[config.mk]
export PLATFORM = sky130hd
export DESIGN_NAME = irq_twolevel_ctrl
export DESIGN_NICKNAME = d
export VERILOG_FILES = /design/src/rtl/irq2l_pkg.sv /design/src/rtl/irq_edge_bank.sv /design/src/rtl/irq_prio_encoder.sv /design/src/rtl/irq_low_gate.sv /design/src/rtl/irq_twolevel_ctrl.sv
export SDC_FILE = /design/constraint.sdc
export NUM_CORES = 1
export LEC_CHECK = 0
export ABC_AREA = 1
export BUFFER_PORTS_ARGS = -buffer_cell sky130_fd_sc_hd__buf_2
export CAP_MARGIN = 20
export CORE_MARGIN = 2
export CORE_UTILIZATION = 54
export CTS_CLUSTER_SIZE = 40
export DETAILED_ROUTE_END_ITERATION = 8
export MAX_ROUTING_LAYER = met4
export PLACE_DENSITY_LB_ADDON = 0.1
export SYNTH_ARGS = -nofsm -noshare
export SYNTH_HDL_FRONTEND = slang
export SYNTH_HIERARCHICAL = 1
export SYNTH_SLANG_ARGS = --single-unit
[constraint.sdc]
create_clock -name clk -period 5.3 [get_ports clk]
set_clock_uncertainty 0.2 [all_clocks]
set_input_delay 1.06 -clock clk [delete_from_list [all_inputs] [get_ports clk]]
set_output_delay 1.06 -clock clk [all_outputs]
set_load 0.05 [all_outputs]
[src/rtl/irq2l_pkg.sv]
package irq2l_pkg;

  typedef enum logic [1:0] {
    K_STAT = 2'd0,
    K_EN   = 2'd1,
    K_CLR  = 2'd2,
    K_SYS  = 2'd3
  } reg_kind_e;

  localparam int SYS_CTRL = 0;
  localparam int SYS_SUM  = 1;

  // Fixed priority level of a source line; 0 means the line takes the low path.
  function automatic int line_level(input int bank, input int bitpos);
    int lvl;
    lvl = 0;
    if (bank == 4) begin
      case (bitpos)
        25, 24: lvl = 15;
        30:     lvl = 14;
        29:     lvl = 13;
        7, 0:   lvl = 1;
        default: lvl = 0;
      endcase
    end else if (bank == 0) begin
      case (bitpos)
        18:     lvl = 4;
        17:     lvl = 3;
        27:     lvl = 2;
        default: lvl = 0;
      endcase
    end
    return lvl;
  endfunction

endpackage

[src/rtl/irq_edge_bank.sv]
module irq_edge_bank #(
  parameter int BW = 32
) (
  input  logic          clk,
  input  logic          rst_n,
  input  logic [BW-1:0] src_i,
  input  logic [BW-1:0] clr_i,
  output logic [BW-1:0] rise_o,
  output logic [BW-1:0] status_o
);
  logic [BW-1:0] sync1_q, sync2_q, prev_q;

  always_ff @(posedge clk) begin
    if (!rst_n) begin
      sync1_q  <= '0;
      sync2_q  <= '0;
      prev_q   <= '0;
      status_o <= '0;
    end else begin
      sync1_q  <= src_i;
      sync2_q  <= sync1_q;
      prev_q   <= sync2_q;
      // a fresh edge outranks a clear of the same bit
      status_o <= (status_o & ~clr_i) | rise_o;
    end
  end

  assign rise_o = sync2_q & ~prev_q;
endmodule

[src/rtl/irq_prio_encoder.sv]
module irq_prio_encoder
  import irq2l_pkg::*;
#(
  parameter int NBANK = 5,
  parameter int BW    = 32,
  parameter int NLVL  = 15,
  parameter int VW    = 4
) (
  input  logic [NBANK*BW-1:0] status_i,
  input  logic [NLVL:1]       lvl_en_i,
  output logic [VW-1:0]       vec_o,
  output logic                hi_pend_o
);
  logic [NLVL:1] lvl_raw;
  logic [NLVL:1] lvl_act;

  always_comb begin
    lvl_raw = '0;
    for (int b = 0; b < NBANK; b++) begin
      for (int i = 0; i < BW; i++) begin
        if (line_level(b, i) >= 1 && line_level(b, i) <= NLVL)
          lvl_raw[line_level(b, i)] = lvl_raw[line_level(b, i)] | status_i[b*BW+i];
      end
    end
  end

  assign lvl_act   = lvl_raw & lvl_en_i;
  assign hi_pend_o = |lvl_act;

  always_comb begin
    vec_o = '0;
    for (int p = 1; p <= NLVL; p++) begin
      if (lvl_act[p]) vec_o = p[VW-1:0];
    end
  end
endmodule

[src/rtl/irq_low_gate.sv]
module irq_low_gate
  import irq2l_pkg::*;
#(
  parameter int NBANK = 5,
  parameter int BW    = 32
) (
  input  logic [NBANK*BW-1:0] status_i,
  input  logic [NBANK*BW-1:0] enable_i,
  output logic                lo_pend_o
);
  logic [NBANK*BW-1:0] hi_map;

  for (genvar gb = 0; gb < NBANK; gb++) begin : g_bank
    for (genvar gi = 0; gi < BW; gi++) begin : g_bit
      assign hi_map[gb*BW+gi] = (line_level(gb, gi) != 0);
    end
  end

  assign lo_pend_o = |(status_i & enable_i & ~hi_map);
endmodule

[src/rtl/irq_twolevel_ctrl.sv]
module irq_twolevel_ctrl
  import irq2l_pkg::*;
#(
  parameter int NBANK = 5,
  parameter int BW    = 32,
  parameter int NLVL  = 15,
  parameter int AW    = 5
) (
  input  logic                clk,
  input  logic                rst_n,
  input  logic [NBANK*BW-1:0] src_i,
  input  logic                wr_en_i,
  input  logic [AW-1:0]       wr_addr_i,
  input  logic [BW-1:0]       wr_data_i,
  input  logic [AW-1:0]       rd_addr_i,
  output logic [BW-1:0]       rd_data_o,
  output logic                irq_hi_o,
  output logic                irq_lo_o
);
  localparam int VW = $clog2(NLVL + 1);
  localparam int IW = AW - 2;

  // named internal events, also used by the bound checker
  logic [NBANK*BW-1:0] status_flat;
  logic [NBANK*BW-1:0] rise_flat;
  logic [NBANK*BW-1:0] clr_flat;
  logic [NBANK*BW-1:0] en_q;
  logic                glob_en_q;
  logic [NLVL:1]       lvl_en_q;
  logic                hi_pend, lo_pend;
  logic [VW-1:0]       vec;

  reg_kind_e       wr_kind, rd_kind;
  logic [IW-1:0]   wr_idx, rd_idx;

  assign wr_kind = reg_kind_e'(wr_addr_i[AW-1:AW-2]);
  assign wr_idx  = wr_addr_i[IW-1:0];
  assign rd_kind = reg_kind_e'(rd_addr_i[AW-1:AW-2]);
  assign rd_idx  = rd_addr_i[IW-1:0];

  for (genvar gb = 0; gb < NBANK; gb++) begin : g_bank
    assign clr_flat[gb*BW +: BW] =
      (wr_en_i && wr_kind == K_CLR && int'(wr_idx) == gb) ? wr_data_i : '0;

    irq_edge_bank #(.BW(BW)) bank_i (
      .clk      (clk),
      .rst_n    (rst_n),
      .src_i    (src_i[gb*BW +: BW]),
      .clr_i    (clr_flat[gb*BW +: BW]),
      .rise_o   (rise_flat[gb*BW +: BW]),
      .status_o (status_flat[gb*BW +: BW])
    );
  end

  always_ff @(posedge clk) begin
    if (!rst_n) begin
      en_q      <= '0;
      glob_en_q <= 1'b0;
      lvl_en_q  <= '0;
    end else if (wr_en_i) begin
      if (wr_kind == K_EN && int'(wr_idx) < NBANK)
        en_q[int'(wr_idx)*BW +: BW] <= wr_data_i;
      if (wr_kind == K_SYS && int'(wr_idx) == SYS_CTRL) begin
        glob_en_q <= wr_data_i[0];
        lvl_en_q  <= wr_data_i[NLVL:1];
      end
    end
  end

  irq_prio_encoder #(.NBANK(NBANK), .BW(BW), .NLVL(NLVL), .VW(VW)) enc_i (
    .status_i  (status_flat),
    .lvl_en_i  (lvl_en_q),
    .vec_o     (vec),
    .hi_pend_o (hi_pend)
  );

  irq_low_gate #(.NBANK(NBANK), .BW(BW)) low_i (
    .status_i  (status_flat),
    .enable_i  (en_q),
    .lo_pend_o (lo_pend)
  );

  always_ff @(posedge clk) begin
    if (!rst_n) begin
      irq_hi_o <= 1'b0;
      irq_lo_o <= 1'b0;
    end else begin
      irq_hi_o <= glob_en_q & hi_pend;
      irq_lo_o <= glob_en_q & lo_pend;
    end
  end

  always_comb begin
    rd_data_o = '0;
    case (rd_kind)
      K_STAT: if (int'(rd_idx) < NBANK) rd_data_o = status_flat[int'(rd_idx)*BW +: BW];
      K_EN:   if (int'(rd_idx) < NBANK) rd_data_o = en_q[int'(rd_idx)*BW +: BW];
      K_SYS: begin
        if (int'(rd_idx) == SYS_CTRL) rd_data_o[NLVL:0] = {lvl_en_q, glob_en_q};
        if (int'(rd_idx) == SYS_SUM) begin
          rd_data_o[BW-1]   = hi_pend;
          rd_data_o[BW-2]   = lo_pend;
          rd_data_o[VW-1:0] = vec;
        end
      end
      default: rd_data_o = '0;
    endcase
  end
endmodule


==> metrics <==
status=finished, final reports clean; syn avg cell area=6.645 sq um; CP max-delay cell=clkinv_1; Initial Util=54.57%; final period utilization=81.26%; Starting DRT DRC Count=2652; Max Root-Sink Buffers=3; worst path bufs/invs=4; WL per Instance=17.46 microns; Layout Area Growth over Synthesis=13.92%; Peak supply drop=283.7 uV; Critical R2R Launch=g_bank[3].bank_i/status_o[3]$_SDFF_PN0_; vias in the first global route=27700; Post-layout nets=5418; most used cell, CP=buf_12; CTS sink cnt=818; CP Capture Type=output port; Hold Crit Class=flip-flop to flip-flop; CP max stage delay=0.39 ns; most frequent cells in the layout=nand2_1, inv_1, dfxtp_1, nor2_1, a21oi_1; first-pass GRT wire length=160400 microns; number of routed nets with antenna violations=0; Die Ht=253.7 microns; Cell Area, Synth=33680 sq um; yosys warns=6; relative slew slack=35.39%; FP Rows=91; RSZ-0062 raised after global routing=false; gpl congestion=1.004; final slew viol count=0; CP max FO=76; max frequency=232.2 MHz; Hold Path Stages=2; crit path time final=4.307 ns; Num CTS Buffers=83; final hold viol count=0; Fin Setup TNS=0 ns; core area=61710 sq um; max-cap violation count=0; Reg2Reg Capture Point=irq_lo_o$_SDFF_PN0_; Worst-Skew Late Latency=0.64 ns; Port Buffer Count=238; Via-to-Cell Ratio=4.893; Overflow after GRT=0; # fillers=5908; Slew @ Worst Pin=0.9692 ns; All-Layer GR Usage=34.18%; commonest non-fill, non-tap cell in the layout=nand2_1; power density over cell area=356.9 nW/um^2; DIE AREA=64380 sq um; Reg2Reg Setup Slack=3.13 ns; First-pass DRT Iterations=8; Final Setup Violations=0; Pleak=19.84 nW; Via Count=29890; Synth Instances=5068; Post-Route WL=106700 microns; family with the most delay on the worst path=buffers and inverters; CP required=4.04 ns; hold_buf cts=0; Final Core Density=62.17%; pre-CTS setup slack=1.047 ns; largest net degree at the start of global routing=127; initial antenna violation count=4; DRC=0; layout cells sized above 1=8.713%; worst path cell trace=buf_2 -> nor2_4 -> buf_12 -> clkinv_1 -> a21oi_1 -> o21ai_0 -> nand2_1 -> buf_12; R2R cell count=10; Reg clk slew, reported paths=0.06 ns; worst setup margin=0.9935 ns; H-tree depth=3; CTS root buffer=clkbuf_16; CP Launch Type=input port; CTS tree=done; HP Start=g_bank[1].bank_i/sync1_q[22]$_SDFF_PN0_; Die W=253.7 microns; Resized Gates After CTS=0; Worst Hold Path EP=g_bank[1].bank_i/sync2_q[22]$_SDFF_PN0_; top-level I/O count=239; WP data arrival=3.05 ns; Syn Nets=5280; critical path class=input port to output port; Post-CTS Setup Bufs=0; placed wire-length estimate=78000 microns
[tightest hold or removal path, delay by kind of cell (launching register included)]
kind          cells  cell delay (ns)
flops             1             0.30
simple gates      1             0.04
buf+inv           1             0.04
[stage by stage]
stage          hold slack, ns  power (W)  instance area [sq um]  std cells
4_1_cts                0.2074    0.01377                  38350       6105
5_1_grt                0.2190    0.01415                  38360       6109
3_3_place_gp           0.1918   0.007697                  35480       5958
2_1_floorplan          0.1905   0.007257                  33680       5068
3_5_place_dp           0.1959   0.007706                  35480       5958
6_report               0.2067    0.01369                  38360       6110
[per-layer routing]
layer  part of all wire [%]  GRT usage, %  wire, microns  up-vias
li1                       -             -              -    15050
met1                     41         40.65          43540    13460
met2                     46         55.31          49580     1037
met3                    5.6         4.497           5943      349
met4                    7.2         20.82           7648        0
met5                      0             -              0        -
[power by group]
part | switching [W] | internal, W | leakage, nW
clock | 0.00251 | 0.00360 | 1.39
sequential | 0.000166 | 0.00637 | 6.70
combinational | 0.000725 | 0.000322 | 11.7
[registers in the layout (all words and copies together) (netlist names)]
register	count
lvl_en_q	15
en_q	160
g_bank.bank_i/sync1_q	160
g_bank.bank_i/sync2_q	160
irq_lo_o	1
irq_hi_o	1
g_bank.bank_i/status_o	160
glob_en_q	1
g_bank.bank_i/prev_q	160
[area by class of cell]
cell class                 instances  area, sq um  share of cell area [%]
antenna                            5        12.51                 0.03261
clock buffer                     107         2317                   6.040
clock inverter                    40        551.8                   1.438
inverter                         966         3626                   9.452
multi-input combinational       3050        12410                   32.36
sequential                       818        16380                   42.69
tap                              837         1047                   2.730
timing repair buffer             287         2019                   5.264
[how the worst max path moves through the flow]
stage	start	endpoint	slack, ns	cells past startpoint
after floorplan	rd_addr_i[0]	rd_data_o[10]	1.41	10
after global placement	rd_addr_i[1]	rd_data_o[0]	1.05	8
after detailed placement	rd_addr_i[1]	rd_data_o[13]	1.05	8
after CTS	rd_addr_i[1]	rd_data_o[13]	1.04	8
after global routing	rd_addr_i[1]	rd_data_o[13]	0.85	8
final	rd_addr_i[1]	rd_data_o[13]	0.99	8
(Power assumes the default switching activity.)
